### config.mk
export PLATFORM = sky130hd
export DESIGN_NAME = pflash_xlate
export DESIGN_NICKNAME = d
export VERILOG_FILES = /design/src/rtl/pflash_pkg.sv /design/src/rtl/pflash_rst_sync.sv /design/src/rtl/pflash_decode.sv /design/src/rtl/pflash_page_reg.sv /design/src/rtl/pflash_compose.sv /design/src/rtl/pflash_xlate.sv
export SDC_FILE = /design/constraint.sdc
export NUM_CORES = 1
export LEC_CHECK = 0
export ABC_CLOCK_PERIOD_IN_PS = 1850
export BUFFER_PORTS_ARGS = -buffer_cell sky130_fd_sc_hd__buf_2
export CAP_MARGIN = 40
export CORE_MARGIN = 2
export CORE_UTILIZATION = 42
export CTS_CLUSTER_SIZE = 24
export DETAILED_ROUTE_END_ITERATION = 8
export PLACE_DENSITY = 0.95
export SYNTH_ARGS = -nofsm -noshare
export SYNTH_HDL_FRONTEND = slang
export SYNTH_HIERARCHICAL = 1
export SYNTH_SLANG_ARGS = --single-unit
### constraint.sdc
create_clock -name clk -period 1.85 [get_ports clk]
set_input_delay 0.0925 -clock clk [delete_from_list [all_inputs] [get_ports clk]]
set_output_delay 0.0925 -clock clk [all_outputs]
set_load 0.01 [all_outputs]
### src/rtl/pflash_pkg.sv
package pflash_pkg;

  // Logical region picked by the two top address bits
  typedef enum logic [1:0] {
    RGN_LOW    = 2'b00,
    RGN_FIX_LO = 2'b01,
    RGN_WIN    = 2'b10,
    RGN_FIX_HI = 2'b11
  } rgn_e;

  typedef struct packed {
    logic hit_flash;
    logic hit_reg;
    rgn_e rgn;
  } dec_s;

endpackage

### src/rtl/pflash_rst_sync.sv
module pflash_rst_sync #(
  parameter int STAGES = 2
) (
  input  logic clk,
  input  logic rst_n,
  output logic rst_sync_n
);

  logic [STAGES-1:0] sync_q;
  logic [STAGES-1:0] sync_d;

  always_comb begin
    sync_d = {sync_q[STAGES-2:0], 1'b1};
  end

  always_ff @(posedge clk or negedge rst_n) begin
    if (!rst_n) begin
      sync_q <= '0;
    end else begin
      sync_q <= sync_d;
    end
  end

  assign rst_sync_n = sync_q[STAGES-1];

endmodule

### src/rtl/pflash_decode.sv
module pflash_decode
  import pflash_pkg::*;
#(
  parameter int              LA_W     = 16,
  parameter logic [LA_W-1:0] REG_ADDR = 16'h0030
) (
  input  logic            acc_en,
  input  logic [LA_W-1:0] log_addr,
  output dec_s            dec_o
);

  rgn_e rgn;

  always_comb begin
    rgn             = rgn_e'(log_addr[LA_W-1 -: 2]);
    dec_o.rgn       = rgn;
    dec_o.hit_flash = acc_en && (rgn != RGN_LOW);
    dec_o.hit_reg   = acc_en && (log_addr == REG_ADDR);
  end

endmodule

### src/rtl/pflash_page_reg.sv
module pflash_page_reg #(
  parameter int                PAGE_W     = 8,
  parameter logic [PAGE_W-1:0] RESET_PAGE = 8'hFE
) (
  input  logic              clk,
  input  logic              rst_n,
  input  logic              wr_en,
  input  logic [PAGE_W-1:0] wr_data,
  output logic [PAGE_W-1:0] page_o
);

  logic [PAGE_W-1:0] page_q;
  logic [PAGE_W-1:0] page_d;

  always_comb begin
    page_d = page_q;
    if (wr_en) begin
      page_d = wr_data;
    end
  end

  always_ff @(posedge clk or negedge rst_n) begin
    if (!rst_n) begin
      page_q <= RESET_PAGE;
    end else begin
      page_q <= page_d;
    end
  end

  assign page_o = page_q;

endmodule

### src/rtl/pflash_compose.sv
module pflash_compose
  import pflash_pkg::*;
#(
  parameter int                LA_W       = 16,
  parameter int                GA_W       = 23,
  parameter int                PAGE_W     = 8,
  parameter logic [PAGE_W-1:0] FIX_LO_PG  = 8'hFD,
  parameter logic [PAGE_W-1:0] FIX_HI_PG  = 8'hFF,
  parameter logic [PAGE_W-1:0] LOW_VALID  = 8'hE0
) (
  input  rgn_e              rgn_i,
  input  logic              hit_flash_i,
  input  logic [LA_W-1:0]   log_addr,
  input  logic [PAGE_W-1:0] win_page,
  output logic [GA_W-1:0]   glb_addr,
  output logic              page_oor
);

  localparam int OFS_W = LA_W - 2;
  localparam int FL_W  = 1 + PAGE_W + OFS_W;

  logic [PAGE_W-1:0] page_sel;
  logic [FL_W-1:0]   flash_addr;
  logic [GA_W-1:0]   flash_glb;

  always_comb begin
    case (rgn_i)
      RGN_FIX_LO: page_sel = FIX_LO_PG;
      RGN_WIN:    page_sel = win_page;
      RGN_FIX_HI: page_sel = FIX_HI_PG;
      default:    page_sel = '0;
    endcase
    flash_addr = {1'b1, page_sel, log_addr[OFS_W-1:0]};
  end

  generate
    if (GA_W > FL_W) begin : g_pad
      assign flash_glb = {{(GA_W-FL_W){1'b0}}, flash_addr};
    end else begin : g_exact
      assign flash_glb = flash_addr[GA_W-1:0];
    end
  endgenerate

  always_comb begin
    if (rgn_i == RGN_LOW) begin
      glb_addr = GA_W'(log_addr);
    end else begin
      glb_addr = flash_glb;
    end
    page_oor = hit_flash_i && (page_sel < LOW_VALID);
  end

endmodule

### src/rtl/pflash_xlate.sv
module pflash_xlate
  import pflash_pkg::*;
#(
  parameter int                LA_W       = 16,
  parameter int                GA_W       = 23,
  parameter int                PAGE_W     = 8,
  parameter logic [LA_W-1:0]   REG_ADDR   = 16'h0030,
  parameter logic [PAGE_W-1:0] RESET_PAGE = 8'hFE,
  parameter logic [PAGE_W-1:0] FIX_LO_PG  = 8'hFD,
  parameter logic [PAGE_W-1:0] FIX_HI_PG  = 8'hFF,
  parameter logic [PAGE_W-1:0] LOW_VALID  = 8'hE0
) (
  input  logic              clk,
  input  logic              rst_n,
  input  logic              acc_en,
  input  logic              acc_wr,
  input  logic [LA_W-1:0]   log_addr,
  input  logic [PAGE_W-1:0] wr_data,
  output logic [GA_W-1:0]   glb_addr,
  output logic              flash_sel,
  output logic              page_oor,
  output logic [PAGE_W-1:0] page_rdata
);

  logic              rst_sync_n;
  dec_s              dec;
  logic              page_we;
  logic [PAGE_W-1:0] page_q;

  pflash_rst_sync #(.STAGES(2)) u_rst (
    .clk        (clk),
    .rst_n      (rst_n),
    .rst_sync_n (rst_sync_n)
  );

  pflash_decode #(.LA_W(LA_W), .REG_ADDR(REG_ADDR)) u_dec (
    .acc_en   (acc_en),
    .log_addr (log_addr),
    .dec_o    (dec)
  );

  assign page_we = dec.hit_reg && acc_wr;

  pflash_page_reg #(.PAGE_W(PAGE_W), .RESET_PAGE(RESET_PAGE)) u_page (
    .clk     (clk),
    .rst_n   (rst_sync_n),
    .wr_en   (page_we),
    .wr_data (wr_data),
    .page_o  (page_q)
  );

  pflash_compose #(
    .LA_W(LA_W), .GA_W(GA_W), .PAGE_W(PAGE_W),
    .FIX_LO_PG(FIX_LO_PG), .FIX_HI_PG(FIX_HI_PG), .LOW_VALID(LOW_VALID)
  ) u_comp (
    .rgn_i       (dec.rgn),
    .hit_flash_i (dec.hit_flash),
    .log_addr    (log_addr),
    .win_page    (page_q),
    .glb_addr    (glb_addr),
    .page_oor    (page_oor)
  );

  assign flash_sel  = dec.hit_flash;
  assign page_rdata = (dec.hit_reg && !acc_wr) ? page_q : '0;

endmodule

; Yosys cells after proc, flatten, opt, wreduce, memory -nomap -nowiden
; Cells that the tools add are included.
[op_classes]
n_reduce_logical = 8
eq_ne = 4
n_lt_le_gt_ge = 1
mux = 3
[op_table]
columns = cell, count
row1 = 8-bit case mux with 3 select lines, 1
row2 = 23-bit two-way mux, 1
row3 = "16-bit by 6-bit == test with 1-bit output, second input constant", 1
row4 = "8-bit < comparator, second input constant", 1
row5 = 8-bit two-way mux, 1
row6 = 1-bit logical AND, 5
row7 = "2-bit == test, second input constant", 2
row8 = "2-bit by 1-bit == test with 1-bit output, second input constant", 1
row9 = 2-bit logical NOT, 1
row10 = 2-bit nonzero test, 1
row11 = 1-bit logical NOT, 1
[word_totals]
inputBits = 28
reg_bits = 10

; Logic depth before layout (Yosys ltp)
; Gate-level depths: netlist of the first run.
[logic_depth]
depth_word = 4
mapped_depth = 6

; Modules after synthesis
; The synthesis of the first run kept the hierarchy.
[modules_own_cells]
columns = mod, cells_per_inst, area_each_um2, n_inst, seq_area_each_um2
row1 = pflash_page_reg, 17, 340.3, 1, 209.0
row2 = pflash_compose, 30, 236.5, 1, 0.0
row3 = pflash_decode, 9, 83.8, 1, 0.0
row4 = pflash_xlate, 9, 77.6, 1, 0.0
row5 = pflash_rst_sync, 3, 53.8, 1, 50.0

; Worst setup path after synthesis of the first run
; Ideal clock, no wire load.
[synth_path]
path_type = input to register
start = input port log_addr[9]
end = register u_page.page_q[0] (netlist: u_page/page_o[0])
required_time_ns = 1.725
t_arrival_ns = 1.533
n_path_buf = 1
setup_slack_ns = 0.192
cell_stages = 6
cell_sequence = nor4_2 > nand4_1 > nor4b_2 > and2_2 > buf_6 > mux2_4
[synth_lines]
columns = item, line_no
row1 = start: declaration, pflash_xlate.sv:17  ; input logic [LA_W-1:0] log_addr,
row2 = end signal: assignment, pflash_page_reg.sv:26  ; page_q <= page_d;
row3 = end: declaration, pflash_page_reg.sv:12  ; logic [PAGE_W-1:0] page_q;

==> results of run 1 <==
[worst min-delay path by stage]
stage / endpoint / slack, ns
2_1_floorplan: u_rst/sync_q[0] / -0.20
3_3_place_gp: u_rst/sync_q[0] / -0.12
3_5_place_dp: u_rst/sync_q[1] / -0.12
4_1_cts: u_page/page_o[2] / 0.06
5_1_grt: u_page/page_o[2] / 0.06
6_report: u_page/page_o[2] / 0.06
[layer usage]
layer	vias up	GRT usage	wire, um
li1	317	-	-
met1	328	0.2382	816
met2	25	0.2973	1147
met3	4	0.01132	89
met4	0	0.1000	34
met5	-	0	0
[power breakdown]
| part | switching (mW) | internal (mW) |
|---|---|---|
| Sequential | 0.00344 | 0.222 |
| Combinational | 0.0571 | 0.0576 |
| Clock | 0.0768 | 0.119 |
| Total | 0.137 | 0.399 |
[logic make-up after synthesis]
family,count (synthesis)
AOI/OAI and AO/OA,9
buffers and inverters,20
DFF,10
muxes,8
other,1
and+or+nand+nor,20
[layout by cell type (no fill, tap or decap), types with 2 or more instances in the layout]
master / instances
sky130_fd_sc_hd__buf_2: 60
sky130_fd_sc_hd__a21o_2: 6
sky130_fd_sc_hd__buf_4: 2
sky130_fd_sc_hd__nor2b_1: 2
sky130_fd_sc_hd__dfrtp_1: 3
sky130_fd_sc_hd__clkbuf_4: 3
sky130_fd_sc_hd__dfstp_2: 7
sky130_fd_sc_hd__and3b_1: 9
sky130_fd_sc_hd__nor4_2: 2
sky130_fd_sc_hd__nand4_1: 2
sky130_fd_sc_hd__mux2_4: 8
[stage by stage]
step,setup WS [ns],instances
final,0.3288,141
after global routing,0.2002,141
after CTS,0.3308,141
after detailed placement,0.08911,136
after global placement,0.1804,136
after floorplan,0.1920,68
[registers in the layout, indices dropped and copies added, names as in the netlist]
register       cells
u_rst/sync_q       2
u_page/page_o      8
[timing repair]
action	CTS	global route
hold endpoints to repair	2	0
buffers inserted	0	0
hold buffers	1	0
[final cells by class]
type | count | area, um^2
Fill cell | 150 | 714.4
Multi-Input combinational cell | 38 | 375.4
Timing Repair Buffer | 63 | 325.3
Sequential cell | 10 | 259.0
Clock buffer | 4 | 36.28
Tap cell | 25 | 31.28
Inverter | 1 | 3.754
==> run metrics, run 1 <==
result of the run=complete, no violations; Detailed Route Iter0 Violations=8; critical path depth=7; leak pwr=0.5869 nW; post-DR wirelength/cell=14.80 um; final setup violation count=0; gr ovfl total=0; xor-xnor portion of the synthesized cell area=0; net total in the final layout=145; count of cell types in the netlist=20; arrival time of data at the critical path endpoint=1.43 ns; main combinational cell family by area after synthesis=simple AND/OR/NAND/NOR gates; timing-limited maximum frequency=657.4 MHz; cts bufs inserted=3; vias per cell=4.780; number of enable flip-flop cells after synthesis=0; Register-to-Register Setup Slack=1.06 ns; number of hold violations in the final report=0; worst-skew pair later-pin latency=0.26 ns; CP max-delay cell=sky130_fd_sc_hd__nor4b_2; number of synthesized register bits=10; combined buffer and inverter count along the critical path=3; hold wc startpoint=wr_data[2]; cell depth of the worst flop-to-flop path=1; worst min-delay path category=input port to flop; critical path endpoint category=output pin; number of nets produced by synthesis=96; source of the critical timing path=log_addr[0]; crit path to=page_rdata[0]; WP data required=1.76 ns; count leader, synth=sky130_fd_sc_hd__buf_4; via count=674; Routability Congestion=0.7599; Final Critical Period=1.521 ns; worst supply voltage drop on vdd=0.2931 mV; CTS clk-pin slew, worst paths=0.07 ns; CP Class=input port to output pin; DR DRC count=0; Critical Path Start Type=input port; total of buffers placed on input and output ports=60; Maximum Capacitance Violations=0; largest cells by area after synthesis=sky130_fd_sc_hd__dfstp_2 (23%), sky130_fd_sc_hd__buf_4 (15%), sky130_fd_sc_hd__mux2_4 (15%); layout cell share with drive strength beyond 1=0.8103; Top FF cell, synth=sky130_fd_sc_hd__dfstp_2; cell area after synthesis=792.0 um^2; Post-Syn Area per Cell=11.65 um^2; number of sinks on the clock net=10; share of the yosys chip area belonging to registers=0.3270; basic-gate share of the synthesized area counting and, or, nand and nor cells=0.2227; Rows=15; post-cts repair resize count=0; kind of cell adding the most delay to the critical path=simple AND/OR/NAND/NOR gates; fraction of synthesized cell area taken by the top area cell type=0.2322; leading cell types by count after synthesis=sky130_fd_sc_hd__buf_4 (16), sky130_fd_sc_hd__and3b_1 (9), sky130_fd_sc_hd__mux2_4 (8); Total Wirelength=2.087 mm; chip height=47.43 um; estimated wirelength of the detail-placed design=1.732 mm; GRT Total Usage=0.1814; proportion of synthesized area in mux cells=0.1517; TritonCTS clock tree=done; Slew Limit Fails=0; final critical-path share of the clock period=0.8223; fraction of the mapped netlist area in compound gates=0.09479; worst flop-to-flop path startpoint=u_page/page_o[0]; Non-Filler Cell Area, Final=0.001031 mm^2; diode insertion count for antenna repair=0; number of placed I/O pins=61; Die Span X=47.43 um; overall power of the completed layout=0.5361 mW; master cell of the clock root buffer=sky130_fd_sc_hd__clkbuf_4; Post-Route Hold Slack=0.06158 ns; remaining antenna violation count=0; Hold Path Cell Cnt=2; setup repair after global routing missed its margin=false; largest clock skew in the final design=0.004274 ns; number of warnings issued by yosys=6; Longest Clk Path Bufs=2; share of synthesized flip-flops with an asynchronous set or reset=1.000; power density cells=520.0 mW/mm^2; first-pass GRT wire length=2.746 mm; worst r2r dst=u_page/page_o[0]; Initial Utilization=0.4538; setup tns final=0 ns; crit-path max FO=8; biggest area consumer among synthesized cells=sky130_fd_sc_hd__dfstp_2; instance count of the mapped netlist=68; number of global-route vias before repair=595; first drt pass iteration count=4; synth-to-layout area growth=30.17%; DIE AREA=0.002249 mm^2; cell breakdown of the critical path=buf_2 -> nor4_2 -> nand4_1 -> nor4b_2 -> buf_4 -> and3b_1 -> buf_2; pin count of the biggest net entering global routing=13; fin util=0.5907; H-tree level count=1; placed cell areas=984.7 um^2; cell mode on critical path=sky130_fd_sc_hd__buf_2; Crit path largest cell delay=0.31 ns; initial antenna violation count=0; share of synthesized cell area in full adder, half adder and majority cells=0; Core ar.=0.001745 mm^2
No activity file was read; power rests on OpenSTA's default activity.
==> inputs of run 2 (changes only) <==
--- a/config.mk
+++ b/config.mk
@@ -5,14 +5,14 @@
 export SDC_FILE = /design/constraint.sdc
 export NUM_CORES = 1
 export LEC_CHECK = 0
-export ABC_CLOCK_PERIOD_IN_PS = 1850
+export ABC_CLOCK_PERIOD_IN_PS = 1500
 export BUFFER_PORTS_ARGS = -buffer_cell sky130_fd_sc_hd__buf_2
 export CAP_MARGIN = 40
 export CORE_MARGIN = 2
-export CORE_UTILIZATION = 42
+export CORE_UTILIZATION = 39
 export CTS_CLUSTER_SIZE = 24
 export DETAILED_ROUTE_END_ITERATION = 8
-export PLACE_DENSITY = 0.95
+export PLACE_DENSITY = 0.91
 export SYNTH_ARGS = -nofsm -noshare
 export SYNTH_HDL_FRONTEND = slang
 export SYNTH_HIERARCHICAL = 1
==> constraint.sdc (replaced) <==
create_clock -name clk -period 1.5 [get_ports clk]
set_input_delay 0.075 -clock clk [delete_from_list [all_inputs] [get_ports clk]]
set_output_delay 0.075 -clock clk [all_outputs]
set_load 0.01 [all_outputs]
==> run 2 against run 1 <==
Against the previous run: setup slack lost 0.31 ns; global-route usage shrank 0.81 points; first-iteration DRC count is 50% higher; critical path type unchanged; non-clock buffer count rose by 3.
==> run metrics, run 2 (synthesis results as in run 1) <==
result of the run=complete, no violations; Slew Limit Fails=0 (unchanged); DP Cell Count=139 (+2.2%); most used cells in the layout excluding fill and tap cells=sky130_fd_sc_hd__buf_2 (58), sky130_fd_sc_hd__and3b_1 (9), sky130_fd_sc_hd__mux2_4 (8), sky130_fd_sc_hd__dfstp_2 (7), sky130_fd_sc_hd__a21o_2 (6); setup tns final=0 ns (unchanged); Die Span X=49.07 um (+3.5%); via count=673 (-0.15%); worst min-delay path category=input port to flop; final critical-path share of the clock period=0.9898; remaining antenna violation count=0 (unchanged); master cell of the clock root buffer=sky130_fd_sc_hd__clkbuf_4; Final Critical Period=1.485 ns; CTS clk-pin slew, worst paths=0.07 ns (about the same); Total Wirelength=2.057 mm (-1.4%); number of sinks on the clock net=10 (unchanged); arrival time of data at the critical path endpoint=1.41 ns (-0.02 ns); worst-skew pair later-pin latency=0.27 ns (about the same); power density cells=620.4 mW/mm^2 (+19%); first drt pass iteration count=4 (unchanged); diode insertion count for antenna repair=0 (unchanged); TritonCTS clock tree=done; cts bufs inserted=3 (unchanged); total of buffers placed on input and output ports=60 (unchanged); first-pass GRT wire length=3.036 mm (+11%); Rows=16 (+1); number of flip-flops under the largest register name=8 (unchanged); number of hold violations in the final report=0 (unchanged); final setup violation count=0 (unchanged); DR DRC count=0 (unchanged); sequential cell fraction of total power=0.407 (-0.013); number of global-route vias before repair=604 (+1.5%); WP data required=1.42 ns (-0.34 ns); Sw Share=0.2651 (+0.008777); H-tree level count=1 (unchanged); chip height=49.07 um (+3.5%); worst supply voltage drop on vdd=0.3586 mV (+22%); layout cell share with drive strength beyond 1=0.8151 (+0.004781); largest clock skew in the final design=0.007089 ns (+0.002815 ns); critical path endpoint category=output pin; Core ar.=0.001942 mm^2 (+11%); Initial Utilization=0.4079 (-0.04590); Maximum Capacitance Violations=0 (unchanged); Clk network pwr share=0.362 (-0.004); proportion of power drawn by combinational gates=0.231 (+0.017); Routability Congestion=0.7436 (-2.1%); power dissipated by switching net loads=0.1809 mW (+32%); gr ovfl total=0 (unchanged); Detailed Route Iter0 Violations=12 (+4); CP Class=input port to output pin; pin count of the biggest net entering global routing=13 (unchanged); placed cell areas=0.001022 mm^2 (+3.8%); Non-Filler Cell Area, Final=0.001100 mm^2 (+6.7%); non-filler instance count after layout=146 (+3.5%); GRT Total Usage=0.1733 (-0.008128); net total in the final layout=148 (+2.1%); Longest Clk Path Bufs=2 (unchanged); post-DR wirelength/cell=14.09 um (-4.8%); Critical Path Start Type=input port; Cell Int Power=0.5014 mW (+26%); number of placed I/O pins=61 (unchanged); timing-limited maximum frequency=673.5 MHz; vias per cell=4.610 (-3.6%); leak pwr=0.6174 nW (+5.2%); Register-to-Register Setup Slack=0.72 ns (-0.34 ns); setup repair after global routing missed its margin=true; initial antenna violation count=0 (unchanged); DIE AREA=0.002407 mm^2 (+7.0%); crit-path max FO=8 (unchanged); most common cell after layout, fill and taps aside=sky130_fd_sc_hd__buf_2; synth-to-layout area growth=38.86%; estimated wirelength of the detail-placed design=1.643 mm (-5.2%); final-layout fill cell count=176 (+17%)
==> run 2: changes by cell type in the layout (fill, tap and decap cells not counted), moves of 2 or more <==
cell                     delta
sky130_fd_sc_hd__nor4_4     +2
sky130_fd_sc_hd__nor4_2     -2
sky130_fd_sc_hd__buf_2      -2
sky130_fd_sc_hd__buf_4      +3
==> run 2: repair_timing <==
item                                    in CTS  in global routing
setup buffers                                0                  2
endpoints found under the hold margin        2                  0
hold buffers                                 1                  0
endpoints found under the setup margin       0                  8
gates resized for setup                      0                  5
==> run 2: final cells by class <==
cell class              count  area (um^2)  area share
flip-flops and latches     10        259.0      0.2355
multi-input cells          38        402.9      0.3663
well taps                  27        33.78     0.03072
inverters                   1        3.754    0.003413
repair buffers             66        364.1      0.3311
clock buffers               4        36.28     0.03299
==> run 2: power by group through the flow <==
stage / Sequential (mW) / Clock, mW / Combinational [mW]
3_3_place_gp: 0.282 / 0 / 0.143
2_1_floorplan: 0.281 / 0 / 0.0915
5_1_grt: 0.279 / 0.267 / 0.168
4_1_cts: 0.278 / 0.255 / 0.151
3_5_place_dp: 0.282 / 0 / 0.149
6_report: 0.278 / 0.247 / 0.158
==> run 2: worst max-delay path, stage by stage <==
cell and delay [ns]:
sky130_fd_sc_hd__buf_2 0.11, sky130_fd_sc_hd__and4bb_2 0.30, sky130_fd_sc_hd__nand4_1 0.14, sky130_fd_sc_hd__nor4b_4 0.32, sky130_fd_sc_hd__buf_4 0.19, sky130_fd_sc_hd__and3b_1 0.16
sky130_fd_sc_hd__buf_2 0.13
==> run 2: worst paths after layout <==
path	from	to	cells past startpoint
min	wr_data[6]	u_page/page_o[6]	2
max reg2reg	u_page/page_o[0]	u_page/page_o[0]	1
min reg2reg	u_rst/sync_q[1]	u_page/page_o[0]	0
max	log_addr[7]	page_rdata[6]	7
max in group asynchronous	u_rst/sync_q[1]	u_page/page_o[5]	0
min in group asynchronous	rst_n	u_rst/sync_q[0]	2
==> run 2: metrics by stage <==
stage / setup slack [ns] / total power [mW] / util / hold slack [ns]
floorplan: -0.08357 / 0.3725 / - / -0.2206
global placement: -0.1096 / 0.4251 / 0.5264 / -0.1405
detailed placement: -0.1432 / 0.4311 / 0.5264 / -0.1295
CTS: 0.02198 / 0.6844 / 0.5503 / 0.03370
global route: -0.04371 / 0.7145 / 0.5664 / 0.02880
finish: 0.01525 / 0.6823 / 0.5664 / 0.04140
==> run 2: per-layer routing <==
metal,up-vias,wire [um],global-route usage
met5,-,0,0
met4,0,21,0.1000
met3,2,61,0.03067
met2,21,1144,0.2928
met1,322,830,0.2042
li1,328,-,-
==> inputs of run 3 (changes only) <==
--- a/config.mk
+++ b/config.mk
@@ -5,15 +5,14 @@
 export SDC_FILE = /design/constraint.sdc
 export NUM_CORES = 1
 export LEC_CHECK = 0
-export ABC_CLOCK_PERIOD_IN_PS = 1500
+export ABC_CLOCK_PERIOD_IN_PS = 1400
 export BUFFER_PORTS_ARGS = -buffer_cell sky130_fd_sc_hd__buf_2
 export CAP_MARGIN = 40
 export CORE_MARGIN = 2
-export CORE_UTILIZATION = 39
+export CORE_UTILIZATION = 37
 export CTS_CLUSTER_SIZE = 24
 export DETAILED_ROUTE_END_ITERATION = 8
-export PLACE_DENSITY = 0.91
+export PLACE_DENSITY = 0.9
 export SYNTH_ARGS = -nofsm -noshare
 export SYNTH_HDL_FRONTEND = slang
-export SYNTH_HIERARCHICAL = 1
 export SYNTH_SLANG_ARGS = --single-unit
==> constraint.sdc (replaced) <==
create_clock -name clk -period 1.4 [get_ports clk]
set_input_delay 0.07 -clock clk [delete_from_list [all_inputs] [get_ports clk]]
set_output_delay 0.07 -clock clk [all_outputs]
set_load 0.01 [all_outputs]
==> run 3 against run 2 <==
Against the previous run: wire length down 13%; clock skew up 0.0013 ns; global-route usage down 1.2 points; synthesized cell count down 2.9%; clock power up 4%; synthesized area down 10%; die area down 4.7%; sequential share of layout area up 1.5 points; largest power group unchanged; highest routed layer unchanged.
==> run metrics, run 3 <==
total of buffers placed on input and output ports=60 (unchanged); number of flip-flops under the largest register name=8 (unchanged); pin count of the biggest net entering global routing=10 (-3); worst min-delay path category=input port to flop; Slew Limit Fails=0 (unchanged); via count=682 (+1.3%); DR DRC count=0 (unchanged); cell breakdown of the critical path=a21o_1 -> o211ai_1 -> and2_1 -> buf_2; vias per cell=4.608 (about the same); Final Critical Period=1.368 ns; number of nets produced by synthesis=94 (-2.1%); Rows=15 (-1); remaining antenna violation count=0 (unchanged); global-route track usage on met2=0.3067 (+0.01387); Clk network pwr share=0.366 (+0.004); Initial Utilization=0.4043 (-0.003606); gr ovfl total=0 (unchanged); chip height=47.91 um (-2.4%); cts bufs inserted=3 (unchanged); Post-Syn Area per Cell=10.81 um^2 (-7.2%); result of the run=complete, no violations; H-tree level count=1 (unchanged); WP data required=1.33 ns (-0.09 ns); overall power of the completed layout=0.7011 mW (+2.8%); Detailed Route Iter0 Violations=4 (-8); first drt pass iteration count=2 (-2); CP Class=flop to output pin; highest-utilization routing layer at the global route stage=met2; Crit path largest cell delay=0.54 ns (+0.22 ns); most used cells in the layout excluding fill and tap cells=sky130_fd_sc_hd__buf_2 (60), sky130_fd_sc_hd__and2_1 (9), sky130_fd_sc_hd__buf_4 (9), sky130_fd_sc_hd__mux2_4 (8); GRT Total Usage=0.1617 (-0.01160); initial antenna violation count=0 (unchanged); timing-limited maximum frequency=731.0 MHz; worst-skew pair later-pin latency=0.27 ns (about the same); Maximum Capacitance Violations=0 (unchanged); diode insertion count for antenna repair=0 (unchanged); setup repair after global routing missed its margin=true; synth-to-layout area growth=44.74%; number of placed I/O pins=61 (unchanged); power dissipated by switching net loads=0.1727 mW (-4.5%); final-layout fill cell count=163 (-7.4%); number of enable flip-flop cells after synthesis=0 (unchanged); placed cell areas=955.9 um^2 (-6.5%); Cell Int Power=0.5283 mW (+5.4%); Longest Clk Path Bufs=2 (unchanged); fraction of synthesized cell area taken by the top area cell type=0.2579 (+0.02567); count of cell types in the netlist=22 (+10%); power density cells=679.2 mW/mm^2 (+9.5%); Die Span X=47.91 um (-2.4%); TritonCTS clock tree=done; CP max-delay cell=sky130_fd_sc_hd__dfstp_2; Total Wirelength=1.786 mm (-13%); post-DR wirelength/cell=12.07 um (-14%); most common cell after layout, fill and taps aside=sky130_fd_sc_hd__buf_2; master cell of the clock root buffer=sky130_fd_sc_hd__clkbuf_4; number of warnings issued by yosys=0 (-6); crit-path max FO=3 (-5); Top FF cell, synth=sky130_fd_sc_hd__dfstp_2; proportion of power drawn by combinational gates=0.209 (-0.022); leading cell types by count after synthesis=sky130_fd_sc_hd__buf_4 (14), sky130_fd_sc_hd__and2_1 (9), sky130_fd_sc_hd__mux2_4 (8); biggest area consumer among synthesized cells=sky130_fd_sc_hd__dfstp_2; sequential cell fraction of total power=0.424 (+0.017); first-pass GRT wire length=2.525 mm (-17%); DIE AREA=0.002295 mm^2 (-4.7%); Non-Filler Cell Area, Final=0.001032 mm^2 (-6.1%); instance count of the mapped netlist=66 (-2.9%); arrival time of data at the critical path endpoint=1.30 ns (-0.11 ns); leak pwr=0.6124 nW (-0.81%); worst supply voltage drop on vdd=0.7965 mV (+120%); count leader, synth=sky130_fd_sc_hd__buf_4; number of sinks on the clock net=10 (unchanged); largest clock skew in the final design=0.008429 ns (+0.001340 ns); number of global-route vias before repair=617 (+2.2%); Sw Share=0.2464 (-0.01874); cell area after synthesis=713.2 um^2 (-10%); net total in the final layout=152 (+2.7%); number of synthesized register bits=10 (unchanged); final setup violation count=0 (unchanged); share of the yosys chip area belonging to registers=0.3632 (+0.03614); critical path endpoint category=output pin; placement-stage worst setup slack=-0.1257 ns (+0.01752 ns); Core ar.=0.001764 mm^2 (-9.1%); Critical Path Start Type=flop; met1 track demand over resource in global routing=0.1590 (-0.04525); final critical-path share of the clock period=0.9771; GRT met3 Usage=0.05283 (+0.02216); largest cells by area after synthesis=sky130_fd_sc_hd__dfstp_2 (26%), sky130_fd_sc_hd__mux2_4 (17%), sky130_fd_sc_hd__buf_4 (15%); Routability Congestion=0.7694 (+3.5%); number of hold violations in the final report=0 (unchanged); share of synthesized flip-flops with an asynchronous set or reset=1.000 (unchanged); smallest setup slack after layout=0.03201 ns (+0.01676 ns); layout cell share with drive strength beyond 1=0.7317 (-0.08342); CTS clk-pin slew, worst paths=0.07 ns (about the same)
==> run 3: cell families after synthesis <==
kind of cell    count (synthesis)  synth area share
flops                          10            0.3632
mux                             8            0.1684
buf+inv                        19            0.1877
simple gates                   19            0.1807
other cells                     1          0.005258
compound gates                  9           0.09474
==> run 3: critical path: cells and delay by family (launching register included) <==
kind	cells	cell delay, ns
and+or+nand+nor	1	0.14
DFF	1	0.54
AOI/OAI and AO/OA	2	0.22
buffers and inverters	1	0.13
==> run 3: power by group through the flow <==
stage / clock (mW) / sequential, mW / combinational, mW
2_1_floorplan: 0 / 0.301 / 0.0793
3_3_place_gp: 0 / 0.302 / 0.136
3_5_place_dp: 0 / 0.302 / 0.139
4_1_cts: 0.264 / 0.298 / 0.144
5_1_grt: 0.275 / 0.298 / 0.160
6_report: 0.257 / 0.297 / 0.147
==> run 3: metrics by stage <==
step	TNS [ns]	utilization	instances	hold slack, ns
after detailed placement	-0.6925	0.5418	139	-0.1443
after floorplan	0	-	66	-0.2256
after CTS	0	0.5766	146	0.02417
final	0	0.5851	148	0.02893
after global placement	-0.5463	0.5418	139	-0.1449
after global routing	-0.005142	0.5851	148	0.02523
==> run 3: worst paths after layout <==
kind / start / endpoint / slack (ns) / depth (start not counted)
max reg2reg: u_page.page_o[6] / u_page.page_o[6] / 0.58 / 2
min reg2reg: u_rst.sync_q[1] / u_page.page_o[0] / 0.13 / 0
max in group asynchronous: u_rst.sync_q[1] / u_page.page_o[5] / 0.99 / 0
min: wr_data[3] / u_page.page_o[3] / 0.03 / 2
max: u_page.page_o[7] / page_oor / 0.03 / 4
min in group asynchronous: u_rst.sync_q[1] / u_page.page_o[0] / 0.13 / 0
==> run 3: routing by layer <==
layer | routed length [um] | part of all wire | vias to the layer above
met2 | 924 | 0.52 | 43
met4 | 43 | 0.024 | 0
met5 | 0 | 0 | -
li1 | - | - | 322
met1 | 650 | 0.36 | 313
met3 | 168 | 0.094 | 4
==> run 3: cell type report <==
| class | count | area [um^2] | share of cell area |
|---|---|---|---|
| inverter | 2 | 7.507 | 0.007273 |
| multi-input combinational | 37 | 320.3 | 0.3103 |
| tap | 25 | 31.28 | 0.03030 |
| sequential | 10 | 259.0 | 0.2509 |
| clock buffer | 4 | 36.28 | 0.03515 |
| timing repair buffer | 70 | 377.9 | 0.3661 |
==> run 3: what timing repair did <==
item                       4_1_cts  5_1_grt
hold endpoints to repair         2        0
setup buffers                    2        2
setup endpoints to repair        1        1
pin swaps                        1        4
resized for setup                0        0
hold buffers                     1        0
